<file path="src/rtl/lockstep_cmp_pkg.sv">
package lockstep_cmp_pkg;
  typedef enum logic {
    RECOVER_RETRY  = 1'b0,
    RECOVER_EXCEPT = 1'b1
  } recover_e;

  typedef struct packed {
    logic addr_hit;
    logic ctrl_hit;
    logic data_hit;
  } cmp_hit_t;
endpackage

</file>
<file path="src/rtl/lockstep_lane_cmp.sv">
module lockstep_lane_cmp #(
  parameter int W     = 32,
  parameter int LANES = 4
) (
  input  logic [W-1:0] a_i,
  input  logic [W-1:0] b_i,
  output logic         diff_o
);
  localparam int LW = (W + LANES - 1) / LANES;
  localparam int PW = LW * LANES;

  logic [PW-1:0]    a_pad, b_pad;
  logic [LANES-1:0] lane_diff;

  always_comb begin
    a_pad = '0;
    b_pad = '0;
    a_pad[W-1:0] = a_i;
    b_pad[W-1:0] = b_i;
  end

  for (genvar l = 0; l < LANES; l++) begin : g_lane
    assign lane_diff[l] = |(a_pad[l*LW +: LW] ^ b_pad[l*LW +: LW]);
  end

  assign diff_o = |lane_diff;
endmodule

</file>
<file path="src/rtl/lockstep_fault_track.sv">
module lockstep_fault_track
  import lockstep_cmp_pkg::*;
(
  input  logic     clk,
  input  logic     rst,
  input  logic     checker_i,
  input  logic     freeze_i,
  input  logic     hit_i,
  input  logic     done_i,
  input  recover_e recover_i,
  output logic     flag_d_o,
  output logic     retry_q_o,
  output logic     exc_q_o
);
  logic flag_q;
  logic new_evt;

  always_comb begin
    flag_d_o = flag_q;
    if (!checker_i) begin
      flag_d_o = 1'b0;
    end else if (!freeze_i) begin
      if (hit_i)       flag_d_o = 1'b1;
      else if (done_i) flag_d_o = 1'b0;
    end
  end

  assign new_evt = checker_i && !freeze_i && hit_i && !flag_q;

  always_ff @(posedge clk) begin
    if (rst) begin
      flag_q    <= 1'b0;
      retry_q_o <= 1'b0;
      exc_q_o   <= 1'b0;
    end else begin
      flag_q    <= flag_d_o;
      retry_q_o <= new_evt && (recover_i == RECOVER_RETRY);
      exc_q_o   <= new_evt && (recover_i == RECOVER_EXCEPT);
    end
  end
endmodule

</file>
<file path="src/rtl/lockstep_pin_mux.sv">
module lockstep_pin_mux (
  input  logic clk,
  input  logic rst,
  input  logic checker_i,
  input  logic freeze_i,
  input  logic lock_req_i,
  input  logic flag_d_i,
  output logic pin_o,
  output logic drive_en_o
);
  always_ff @(posedge clk) begin
    if (rst) begin
      pin_o      <= 1'b0;
      drive_en_o <= 1'b0;
    end else begin
      pin_o      <= checker_i ? flag_d_i : lock_req_i;
      drive_en_o <= !checker_i && !freeze_i;
    end
  end
endmodule

</file>
<file path="src/rtl/lockstep_cmp.sv">
module lockstep_cmp
  import lockstep_cmp_pkg::*;
#(
  parameter int AW    = 32,
  parameter int DW    = 32,
  parameter int CW    = 4,
  parameter int LANES = 4
) (
  input  logic          clk,
  input  logic          rst,
  input  logic          checker_mode_i,
  input  logic          freeze_i,
  input  logic          recover_exc_i,
  input  logic          addr_end_i,
  input  logic          wdata_end_i,
  input  logic          cycle_done_i,
  input  logic [AW-1:0] core_addr_i,
  input  logic [CW-1:0] core_ctrl_i,
  input  logic [DW-1:0] core_wdata_i,
  input  logic          core_lock_i,
  input  logic [AW-1:0] bus_addr_i,
  input  logic [CW-1:0] bus_ctrl_i,
  input  logic [DW-1:0] bus_wdata_i,
  output logic          bus_drive_en_o,
  output logic          lock_mism_o,
  output logic          retry_req_o,
  output logic          exc_req_o
);
  localparam int CLANES = (CW < LANES) ? CW : LANES;

  logic     addr_diff, ctrl_diff, data_diff;
  cmp_hit_t hits;
  logic     any_hit;
  logic     flag_d;
  recover_e recover;

  lockstep_lane_cmp #(.W(AW), .LANES(LANES)) u_addr_cmp (
    .a_i(core_addr_i), .b_i(bus_addr_i), .diff_o(addr_diff));
  lockstep_lane_cmp #(.W(CW), .LANES(CLANES)) u_ctrl_cmp (
    .a_i(core_ctrl_i), .b_i(bus_ctrl_i), .diff_o(ctrl_diff));
  lockstep_lane_cmp #(.W(DW), .LANES(LANES)) u_data_cmp (
    .a_i(core_wdata_i), .b_i(bus_wdata_i), .diff_o(data_diff));

  always_comb begin
    hits.addr_hit = addr_end_i && addr_diff;
    hits.ctrl_hit = addr_end_i && ctrl_diff;
    hits.data_hit = wdata_end_i && data_diff;
  end

  assign any_hit = hits.addr_hit || hits.ctrl_hit || hits.data_hit;
  assign recover = recover_exc_i ? RECOVER_EXCEPT : RECOVER_RETRY;

  lockstep_fault_track u_fault (
    .clk       (clk),
    .rst       (rst),
    .checker_i (checker_mode_i),
    .freeze_i  (freeze_i),
    .hit_i     (any_hit),
    .done_i    (cycle_done_i),
    .recover_i (recover),
    .flag_d_o  (flag_d),
    .retry_q_o (retry_req_o),
    .exc_q_o   (exc_req_o)
  );

  lockstep_pin_mux u_pin (
    .clk        (clk),
    .rst        (rst),
    .checker_i  (checker_mode_i),
    .freeze_i   (freeze_i),
    .lock_req_i (core_lock_i),
    .flag_d_i   (flag_d),
    .pin_o      (lock_mism_o),
    .drive_en_o (bus_drive_en_o)
  );
endmodule

</file>
<file path="config.mk">
export PLATFORM = sky130hd
export DESIGN_NAME = lockstep_cmp
export DESIGN_NICKNAME = d
export VERILOG_FILES = /design/src/rtl/lockstep_cmp_pkg.sv /design/src/rtl/lockstep_lane_cmp.sv /design/src/rtl/lockstep_fault_track.sv /design/src/rtl/lockstep_pin_mux.sv /design/src/rtl/lockstep_cmp.sv
export SDC_FILE = /design/constraint.sdc
export NUM_CORES = 1
export LEC_CHECK = 0
export BUFFER_PORTS_ARGS = -buffer_cell sky130_fd_sc_hd__clkbuf_2
export CAP_MARGIN = 20
export CELL_PAD_IN_SITES_DETAIL_PLACEMENT = 0
export CELL_PAD_IN_SITES_GLOBAL_PLACEMENT = 2
export CORE_MARGIN = 3
export CORE_UTILIZATION = 13
export CTS_BUF_LIST = sky130_fd_sc_hd__clkbuf_8
export CTS_CLUSTER_DIAMETER = 150
export DETAILED_ROUTE_END_ITERATION = 16
export PLACE_DENSITY_LB_ADDON = 0.08
export SLEW_MARGIN = 20
export SYNTH_ARGS = -nofsm -noshare
export SYNTH_HDL_FRONTEND = slang
export SYNTH_HIERARCHICAL = 1
export SYNTH_SLANG_ARGS = --single-unit
</file>
<file path="constraint.sdc">
create_clock -name clk -period 4.24 [get_ports clk]
set_input_delay 0.424 -clock clk [delete_from_list [all_inputs] [get_ports clk]]
set_output_delay 0.424 -clock clk [all_outputs]
set_load 0.005 [all_outputs]
</file>
==> results of run 1 <==
through the flow:
stage	total power, mW	utilization (%)
5_1_grt	0.308	26.8
4_1_cts	0.289	26.8
3_3_place_gp	0.203	26.2
2_1_floorplan	0.118	-
6_report	0.283	26.8
3_5_place_dp	0.201	26.2
worst max-delay path, delay by kind of cell:
kind	cells	cell delay [ns]
and+or+nand+nor	7	0.86
muxes	1	0.13
AOI/OAI and AO/OA	2	0.34
buffers and inverters	1	0.09
xor gates and xnor gates	1	0.15
logic make-up (layout without fill, tap and decap cells):
group | after synthesis | in the layout | synth area share [%]
mux | 1 | 1 | 1.08
buf+inv | 1 | 153 | 0.405
xor+xnor | 68 | 68 | 64.3
simple gates | 34 | 34 | 22.0
flops | 5 | 5 | 10.8
compound gates | 2 | 2 | 1.35
layout by cell type (no fill, tap or decap), drive strengths merged:
master,n
nor2b,1
clkbuf,151
o21ai,1
nor4,6
nand2b,3
a21boi,1
inv,2
dfxtp,5
nor3,1
nand2,4
nand4,17
xnor2,68
nor2,2
mux2i,1
metal layers:
metal	up-vias	global-route usage, %	part of all wire (%)
met3	2	3.33	15
li1	685	-	-
met5	-	0	0
met4	0	1.15	0.42
met1	500	8.76	36
met2	101	14.4	49
registers in the layout, indices dropped and copies added, names as in the netlist:
signal	flops
u_pin/drive_en_o	1
u_fault/flag_q	1
u_fault/exc_q_o	1
u_pin/pin_o	1
u_fault/retry_q_o	1
worst max-delay path by stage:
stage                         startpoint     endpoint  slack, ns
after floorplan           bus_addr_i[21]  u_pin/pin_o       2.46
after CTS                 bus_addr_i[22]  u_pin/pin_o       2.27
after detailed placement  bus_addr_i[22]  u_pin/pin_o       2.03
final                     bus_addr_i[22]  u_pin/pin_o       2.36
after global routing       bus_addr_i[2]  u_pin/pin_o       2.04
after global placement    bus_addr_i[14]  u_pin/pin_o       2.06
cell type report:
cell class              instances  area [µm²]
fillers                       783        5000
multi-input cells             105         822
repair buffers                148         741
well taps                      96         120
flip-flops and latches          5         100
clock buffers                   3        41.3
clock inverters                 1        3.75
inverters                       1        3.75
cells in the mapped netlist:
cell      count  share of area, %
mux2i_1       1               1.1
nor4_1        6               4.1
dfxtp_1       5                11
nand4_1      17                11
nor2_1        2              0.81
nand2_1       4               1.6
nor3_1        1              0.54
o21ai_1       1              0.54
a21boi_1      1              0.81
nor2b_1       1              0.68
inv_1         1              0.41
nand2b_1      2               1.4
nand2b_4      1               1.5
xnor2_1      68                64
power by group through the flow:
stage | clock network (mW) | logic, mW | registers, mW
2_1_floorplan | 0 | 0.0670 | 0.0506
3_3_place_gp | 0 | 0.152 | 0.0505
3_5_place_dp | 0 | 0.150 | 0.0505
4_1_cts | 0.0879 | 0.151 | 0.0498
5_1_grt | 0.0926 | 0.165 | 0.0499
6_report | 0.0847 | 0.148 | 0.0498
==> results.txt, run 1 <==
status: finished clean
Netlist Area Pre-Place: 926 µm²
I/O pin total: 149
Cell Pwr Density: 154 nW/µm²
hpwl dp: 3.27 mm
count of cell types in the netlist: 14
register area share after synthesis: 10.8%
startpoint types: input port
syn nets: 256
Clock Path Buffers: 2
Hold Path Stages: 2
final setup violation count: 0
synthesis-to-layout area growth: 97.8%
Worst-Margin Slew: 0.325 ns
GR Util All Layers: 7.94%
area of the core: 6830 µm²
Worst VDD drop: 78.4 µV
drt pass-1 iters: 4
Hold Vio Cnt, Final: 0
Layout Skew: 0.00217 ns
Ys Warns: 6
Max Cap Viol: 0
Internal: 0.207 mW
GRT overflow: 0
pre-CTS setup slack: 2.03 ns
CTS Buf Count: 3
Final ANT Viol Nets: 0
Slew HR: 78.1%
GP Congestion: 0.655
Worst Setup End Kind: flip-flop
FF-to-FF End: u_pin/pin_o
max-slew violations: 0
total negative setup slack: 0 ns
post-route minimum period: 1.88 ns
Reg2Reg Launch Point: u_fault/flag_q
Clock power frac: 29.9%
Required @ worst endpoint: 4.35 ns
share of cells above drive strength 1: 57.8%
Crit path largest cell delay: 0.35 ns
Initial Utilization: 13.6%
nets@finish: 409
Crit Path Max Fanout: 3
clock transition at the registers of the reported paths: 0.04 ns
vias in the first global route: 1354
#FFs+latches synth: 5
hold endpoint: u_pin/pin_o
switching part of the total power: 26.6%
Hold Crit Start: rst
# rows: 30
Gate Count Post-Synth: 111
Setup WS post-layout: 2.36 ns
DR WL/cell: 9.18 µm
LEAKAGE: 0.876 nW
vias per cell: 3.59
CTS tree: yes
Synth Area per Inst: 8.34 µm²
fmax: 0.531 GHz
sequential share of power: 17.6%
Setup Buffers After CTS: 0
final std cells w/o fill: 359
RSZ-0062 raised after global routing: no
Worst Setup Path Type: in2reg
root buffer cell: clkbuf_8
period utilisation layout: 44.4%
cell repeated most along the worst path: nand2_1
Die Footprint: 8170 µm²
Starting DRT DRC Count: 8
combinational share of power: 52.5%
Hold-fix buffers, CTS: 0
worst min-delay path category: in2reg
r2r setup slk: 3.41 ns
largest net degree at the start of global routing: 5
Arr. time, crit path: 2.00 ns
R2R cell count: 4
DR vias: 1288
routed wire length: 3.30 mm
# resized after CTS: 0
post-route cell area: 1830 µm²
H-tree depth: 1
Remaining DRCs: 0
Die Y: 90.4 µm
clock sinks: 5
initial antenna violation count: 0
Placed Cells: 355
hold_ws: 0.395 ns
CP max-delay cell: nor4_1
switching pwr: 0.0754 mW
global-route wire length before repair: 5.55 mm
n_diodes: 0
CP Cell Sequence: clkbuf_2, xnor2_1, nand4_1, nor4_1, nand2_1, o21ai_1, nand2_1, nand2b_4, a21boi_1, nor2b_1, mux2i_1, nor2_1
Die Width: 90.4 µm
post-place instance area: 1790 µm²
Port-buffer cells: 148
Skew-Pair Late Insertion Delay: 0.22 ns
Note: power is estimated with default switching activity, not from simulation.
==> run 2: changes to the inputs <==
CORE_UTILIZATION = 12   (was 13)
clock period = 1.8 ns   (was 4.24 ns; I/O delays follow)
==> run 2 against run 1 <==
- first-iteration DRC count down 50%
- global-route usage down 0.83 points
- combinational power rose to 2.5 times the previous value
- non-clock buffer count up 3
- sequential cell count unchanged
- die area up 7.8%
- count of clock-buffer cells in the layout unchanged
- setup slack worse by 2.2 ns
- clock power up 140%
- routed wire length up 6.6%
- clock skew down 0.00081 ns
- largest cell class unchanged
==> results.txt, run 2 (same netlist as run 1, synthesis figures left out) <==
cell repeated most along the worst path: nand2_2 (was nand2_1)
Required @ worst endpoint: 1.91 ns (was 4.35 ns)
Slew HR: 80.9% (was 78.1%)
CTS Buf Count: 3 (unchanged)
r2r setup slk: 0.96 ns (was 3.41 ns)
Skew-Pair Late Insertion Delay: 0.22 ns (about the same)
Reg2Reg Launch Point: u_fault/flag_q (unchanged)
R2R cell count: 4 (unchanged)
drt pass-1 iters: 2 (was 4)
Worst Setup End Kind: flip-flop (unchanged)
synthesis-to-layout area growth: 108% (was 97.8%)
LEAKAGE: 0.934 nW (was 0.876 nW)
DR WL/cell: 9.63 µm (was 9.18 µm)
Port-buffer cells: 148 (unchanged)
clock sinks: 5 (unchanged)
CP max-delay cell: nor4_1 (unchanged)
hold endpoint: u_pin/pin_o (unchanged)
largest net degree at the start of global routing: 5 (unchanged)
root buffer cell: clkbuf_8 (unchanged)
Die Y: 93.8 µm (was 90.4 µm)
fmax: 0.627 GHz
Clock Path Buffers: 2 (unchanged)
GR Util All Layers: 7.11% (was 7.94%)
Arr. time, crit path: 1.70 ns (was 2.00 ns)
status: finished clean (unchanged)
final setup violation count: 0 (unchanged)
CTS tree: yes (unchanged)
# rows: 31 (was 30)
Worst Setup Path Type: in2reg (unchanged)
vias in the first global route: 1348 (was 1354)
period utilisation layout: 88.6%
area of the core: 7370 µm² (was 6830 µm²)
Hold Path Stages: 2 (unchanged)
Initial Utilization: 12.6% (was 13.6%)
Hold Vio Cnt, Final: 0 (unchanged)
Cell Pwr Density: 358 nW/µm² (was 154 nW/µm²)
Worst-Margin Slew: 0.284 ns (was 0.325 ns)
most frequent cells in the layout: clkbuf_2 (146), xnor2_1 (64), nand4_1 (17) (was clkbuf_2 (148), xnor2_1 (68), nand4_1 (17))
GP Congestion: 0.702 (was 0.655)
most common library cell in the layout ignoring fill and taps: clkbuf_2 (unchanged)
post-route minimum period: 1.60 ns
H-tree depth: 1 (unchanged)
CP top delay family: simple AND/OR/NAND/NOR gates (unchanged)
Crit path largest cell delay: 0.29 ns (was 0.35 ns)
hpwl dp: 3.43 mm (was 3.27 mm)
FF-to-FF End: u_pin/pin_o (unchanged)
CP Cell Sequence: clkbuf_2, xnor2_1, nand4_1, nor4_1, buf_4, nand2_2, o21ai_2, nand2_2, nand2b_4, a21boi_2, nor2b_1, mux2i_1, nor2_1 (was clkbuf_2, xnor2_1, nand4_1, nor4_1, nand2_1, o21ai_1, nand2_1, nand2b_4, a21boi_1, nor2b_1, mux2i_1, nor2_1)
nets@finish: 412 (was 409)
Die Footprint: 8810 µm² (was 8170 µm²)
DR vias: 1302 (was 1288)
global-route wire length before repair: 5.18 mm (was 5.55 mm)
Crit Path Max Fanout: 2 (was 3)
I/O pin total: 149 (unchanged)
Worst VDD drop: 132 µV (was 78.4 µV)
Die Width: 93.8 µm (was 90.4 µm)
RSZ-0062 raised after global routing: no (unchanged)
Starting DRT DRC Count: 4 (was 8)
initial antenna violation count: 0 (unchanged)
Hold-fix buffers, CTS: 0 (unchanged)
clock transition at the registers of the reported paths: 0.03 ns (was 0.04 ns)
vias per cell: 3.57 (was 3.59)
Remaining DRCs: 0 (unchanged)
n_diodes: 0 (unchanged)
fillers: 826 (was 783)
Max Cap Viol: 0 (unchanged)
worst min-delay path category: in2reg (unchanged)
startpoint types: input port (unchanged)
Hold Crit Start: rst (unchanged)
total negative setup slack: 0 ns (unchanged)
Final ANT Viol Nets: 0 (unchanged)
hold_ws: 0.149 ns (was 0.395 ns)
share of cells above drive strength 1: 61.7% (was 57.8%)
CP Buf/Inv Count: 2 (was 1)
max-slew violations: 0 (unchanged)
routed wire length: 3.52 mm (was 3.30 mm)
GRT overflow: 0 (unchanged)
Layout Skew: 0.00137 ns (was 0.00217 ns)
## run 2: where the power goes
part           switching, mW  total, mW  internal [mW]  leakage (nW)
Clock                 0.0536      0.200          0.146        0.0269
Sequential           0.00178      0.118          0.116        0.0409
Combinational          0.133      0.373          0.240         0.866
## run 2: worst max-delay path by stage
stage              startpoint           to  cells past startpoint
5_1_grt         bus_addr_i[8]  u_pin/pin_o                     12
6_report       bus_addr_i[21]  u_pin/pin_o                     13
4_1_cts        bus_addr_i[22]  u_pin/pin_o                     12
2_1_floorplan  bus_addr_i[21]  u_pin/pin_o                     11
3_3_place_gp   bus_addr_i[22]  u_pin/pin_o                     12
3_5_place_dp   bus_addr_i[22]  u_pin/pin_o                     12
## run 2: worst register-to-register path: stages, from the launching register on
cell and delay, ns:
dfxtp_1 0.32, a21boi_2 0.15, nor2b_1 0.06, mux2i_1 0.13, nor2_1 0.06
## run 2: layout make-up
cell class                      count  area, µm²  area share (%)
Inverter                            1       3.75           0.195
Timing Repair Buffer              151        776            40.2
Clock buffer                        3       41.3            2.14
Tap cell                           99        124            6.42
Clock inverter                      1       3.75           0.195
Multi-Input combinational cell    105        880            45.6
Sequential cell                     5        100            5.19
## run 2: through the flow
step           instances  instance area, µm²  util (%)  setup slack (ns)  total power [mW]
6_report             365                1930      26.2             0.204             0.690
5_1_grt              365                1930      26.2           0.00150             0.743
4_1_cts              364                1860      25.2            0.0184             0.685
3_5_place_dp         360                1810      24.5            -0.298             0.478
3_3_place_gp         360                1810      24.5            -0.225             0.481
2_1_floorplan        111                 926         -             0.268             0.277
## run 2: per-layer routing
metal / track usage [%] / vias to the layer above / routed length (µm)
met5: 0 / - / 0
met4: 1.08 / 0 / 0
met3: 2.48 / 0 / 506
met2: 14.5 / 80 / 1850
met1: 6.77 / 531 / 1160
li1: - / 691 / -
## run 2: repair_timing
item,CTS,global route
setup endpoints to repair,1,1
resized for setup,1,13
pin swaps,0,10
setup buffers,0,1
==> run 3: changes to the inputs <==
PLACE_DENSITY_LB_ADDON = 0.1   (was 0.08)
==> run 3 against run 2 <==
- register-to-register slack barely moved
- critical path depth is the same
- cell count increased by 0.27%
- fmax fell by 5.8%
- sequential cell count stayed put
- non-clock buffer count grew 1
- largest cell class unchanged
- cell area grew 2.6%
- first-iteration DRC count is 25% lower
- setup slack lost 0.098 ns
- count of clock-buffer cells in the layout is the same
- critical endpoint unchanged
- highest routed layer is now met4
==> results.txt, run 3 (same netlist as run 1, synthesis figures left out) <==
max-slew violations: 0 (unchanged)
LEAKAGE: 0.961 nW (was 0.934 nW)
fmax: 0.590 GHz (was 0.627 GHz)
Hold Path Stages: 2 (unchanged)
fin util: 26.8% (was 26.2%)
Worst-Margin Slew: 0.326 ns (was 0.284 ns)
FF-to-FF End: u_pin/pin_o (unchanged)
area of the core: 7370 µm² (unchanged)
DR vias: 1325 (was 1302)
global-route wire length before repair: 5.54 mm (was 5.18 mm)
Setup WS post-layout: 0.106 ns (was 0.204 ns)
Die Footprint: 8810 µm² (unchanged)
Hold-fix buffers, CTS: 0 (unchanged)
fillers: 838 (was 826)
status: finished clean (unchanged)
CP top delay family: simple AND/OR/NAND/NOR gates (unchanged)
CP Cell Sequence: clkbuf_2, xnor2_2, nand4_1, nor4_2, buf_4, nand2_2, o21ai_2, nand2_2, nand2b_4, a21boi_4, nor2b_1, mux2i_1, nor2_1 (was clkbuf_2, xnor2_1, nand4_1, nor4_1, buf_4, nand2_2, o21ai_2, nand2_2, nand2b_4, a21boi_2, nor2b_1, mux2i_1, nor2_1)
hpwl dp: 3.75 mm (was 3.43 mm)
worst min-delay path category: in2reg (unchanged)
Placed Cells: 361 (was 360)
Port-buffer cells: 148 (unchanged)
H-tree depth: 1 (unchanged)
M2 GR Usage: 16.4% (was 14.5%)
synthesis-to-layout area growth: 114% (was 108%)
Worst Setup Path Type: in2reg (unchanged)
drt pass-1 iters: 4 (was 2)
r2r setup slk: 0.96 ns (about the same)
overall power: 0.706 mW (was 0.690 mW)
root buffer cell: clkbuf_8 (unchanged)
cell repeated most along the worst path: nand2_2 (unchanged)
post-route minimum period: 1.69 ns (was 1.60 ns)
post-route cell area: 1980 µm² (was 1930 µm²)
CTS tree: yes (unchanged)
Skew-Pair Late Insertion Delay: 0.22 ns (about the same)
Hold Crit Start: rst (unchanged)
Slew HR: 78.1% (was 80.9%)
post-place instance area: 1810 µm² (about the same)
initial antenna violation count: 0 (unchanged)
clock sinks: 5 (unchanged)
Final ANT Viol Nets: 0 (unchanged)
I/O pin total: 149 (unchanged)
RSZ-0062 raised after global routing: yes (was no)
area occupied by multi-input gates: 922 µm² (was 880 µm²)
share of cells above drive strength 1: 64.0% (was 61.7%)
CP Buf/Inv Count: 2 (unchanged)
CP max-delay cell: nor4_2 (was nor4_1)
GRT overflow: 0 (unchanged)
met1 Track Usage GR: 6.63% (was 6.77%)
most common library cell in the layout ignoring fill and taps: clkbuf_2 (unchanged)
Initial Utilization: 12.6% (unchanged)
GR peak layer: met2 (unchanged)
vias per cell: 3.62 (was 3.57)
Required @ worst endpoint: 1.91 ns (about the same)
Clock Path Buffers: 2 (unchanged)
GR Util All Layers: 7.82% (was 7.11%)
nets@finish: 413 (was 412)
startpoint types: input port (unchanged)
largest net degree at the start of global routing: 5 (unchanged)
Crit path largest cell delay: 0.32 ns (was 0.29 ns)
Worst Setup End Kind: flip-flop (unchanged)
Layout Skew: 0.000685 ns (was 0.00137 ns)
GP Congestion: 0.710 (was 0.702)
Worst VDD drop: 194 µV (was 132 µV)
clock transition at the registers of the reported paths: 0.04 ns (was 0.03 ns)
routed wire length: 3.89 mm (was 3.52 mm)
Starting DRT DRC Count: 3 (was 4)
most frequent cells in the layout: clkbuf_2 (146), xnor2_1 (59), nand4_1 (17) (was clkbuf_2 (146), xnor2_1 (64), nand4_1 (17))
Max Cap Viol: 0 (unchanged)
Cell Pwr Density: 357 nW/µm² (was 358 nW/µm²)
Hold Vio Cnt, Final: 0 (unchanged)
hold endpoint: u_pin/pin_o (unchanged)
Arr. time, crit path: 1.80 ns (was 1.70 ns)
vias in the first global route: 1372 (was 1348)
Die Y: 93.8 µm (unchanged)
n_diodes: 0 (unchanged)
Reg2Reg Launch Point: u_fault/flag_q (unchanged)
DR WL/cell: 10.6 µm (was 9.63 µm)
Die Width: 93.8 µm (unchanged)
Register Area: 100 µm² (unchanged)
CTS Buf Count: 3 (unchanged)
R2R cell count: 4 (unchanged)
# rows: 31 (unchanged)
Remaining DRCs: 0 (unchanged)
final setup violation count: 0 (unchanged)
met3 usage: 3.13% (was 2.48%)
period utilisation layout: 94.1% (was 88.6%)
final std cells w/o fill: 366 (was 365)
pre-CTS setup slack: -0.335 ns (was -0.298 ns)
Crit Path Max Fanout: 2 (unchanged)
## run 3: worst reg2reg max path, delay by kind of cell, from the launching register on
family	cells	cell delay, ns
multiplexers	1	0.13
AO/OA/AOI/OAI	1	0.14
AND/OR/NAND/NOR	2	0.12
flip-flops	1	0.34
## run 3: repair_timing
item	in CTS	in global routing
gates resized for setup	3	16
buffers inserted	0	1
pin swaps	4	10
cloned	0	0
endpoints found under the setup margin	1	1
hold endpoints to repair	0	0
## run 3: how the worst max path moves through the flow
stage,startpoint,end,slack (ns),cells after the start
2_1_floorplan,bus_addr_i[21],u_pin/pin_o,0.27,11
5_1_grt,core_addr_i[30],u_pin/pin_o,-0.05,13
4_1_cts,bus_addr_i[19],u_pin/pin_o,0.001,13
3_5_place_dp,bus_addr_i[10],u_pin/pin_o,-0.34,13
3_3_place_gp,bus_addr_i[7],u_pin/pin_o,-0.23,13
6_report,core_addr_i[10],u_pin/pin_o,0.11,13
## run 3: power breakdown
group,total [mW],switching (mW),internal [mW]
Clock,0.202,0.0553,0.146
Sequential,0.118,0.00199,0.116
Combinational,0.386,0.138,0.248
Total,0.706,0.196,0.510
## run 3: cell type report
type | instances | area share, %
clock buffers | 3 | 2.09
clock inverters | 1 | 0.190
inverters | 1 | 0.190
multi-input cells | 105 | 46.6
flip-flops and latches | 5 | 5.06
well taps | 99 | 6.26
repair buffers | 152 | 39.6
## run 3: metrics by stage
stage	TNS, ns	hold WS, ns
after floorplan	0	0.251
after global placement	-0.290	0.381
after detailed placement	-0.514	0.376
after CTS	0	0.144
after global routing	-0.0510	0.148
final	0	0.143
## run 3: per-layer routing
| metal | part of all wire [%] | vias to the layer above |
|---|---|---|
| li1 | - | 694 |
| met2 | 54 | 91 |
| met1 | 30 | 536 |
| met3 | 15 | 4 |
| met4 | 1.5 | 0 |
| met5 | 0 | - |
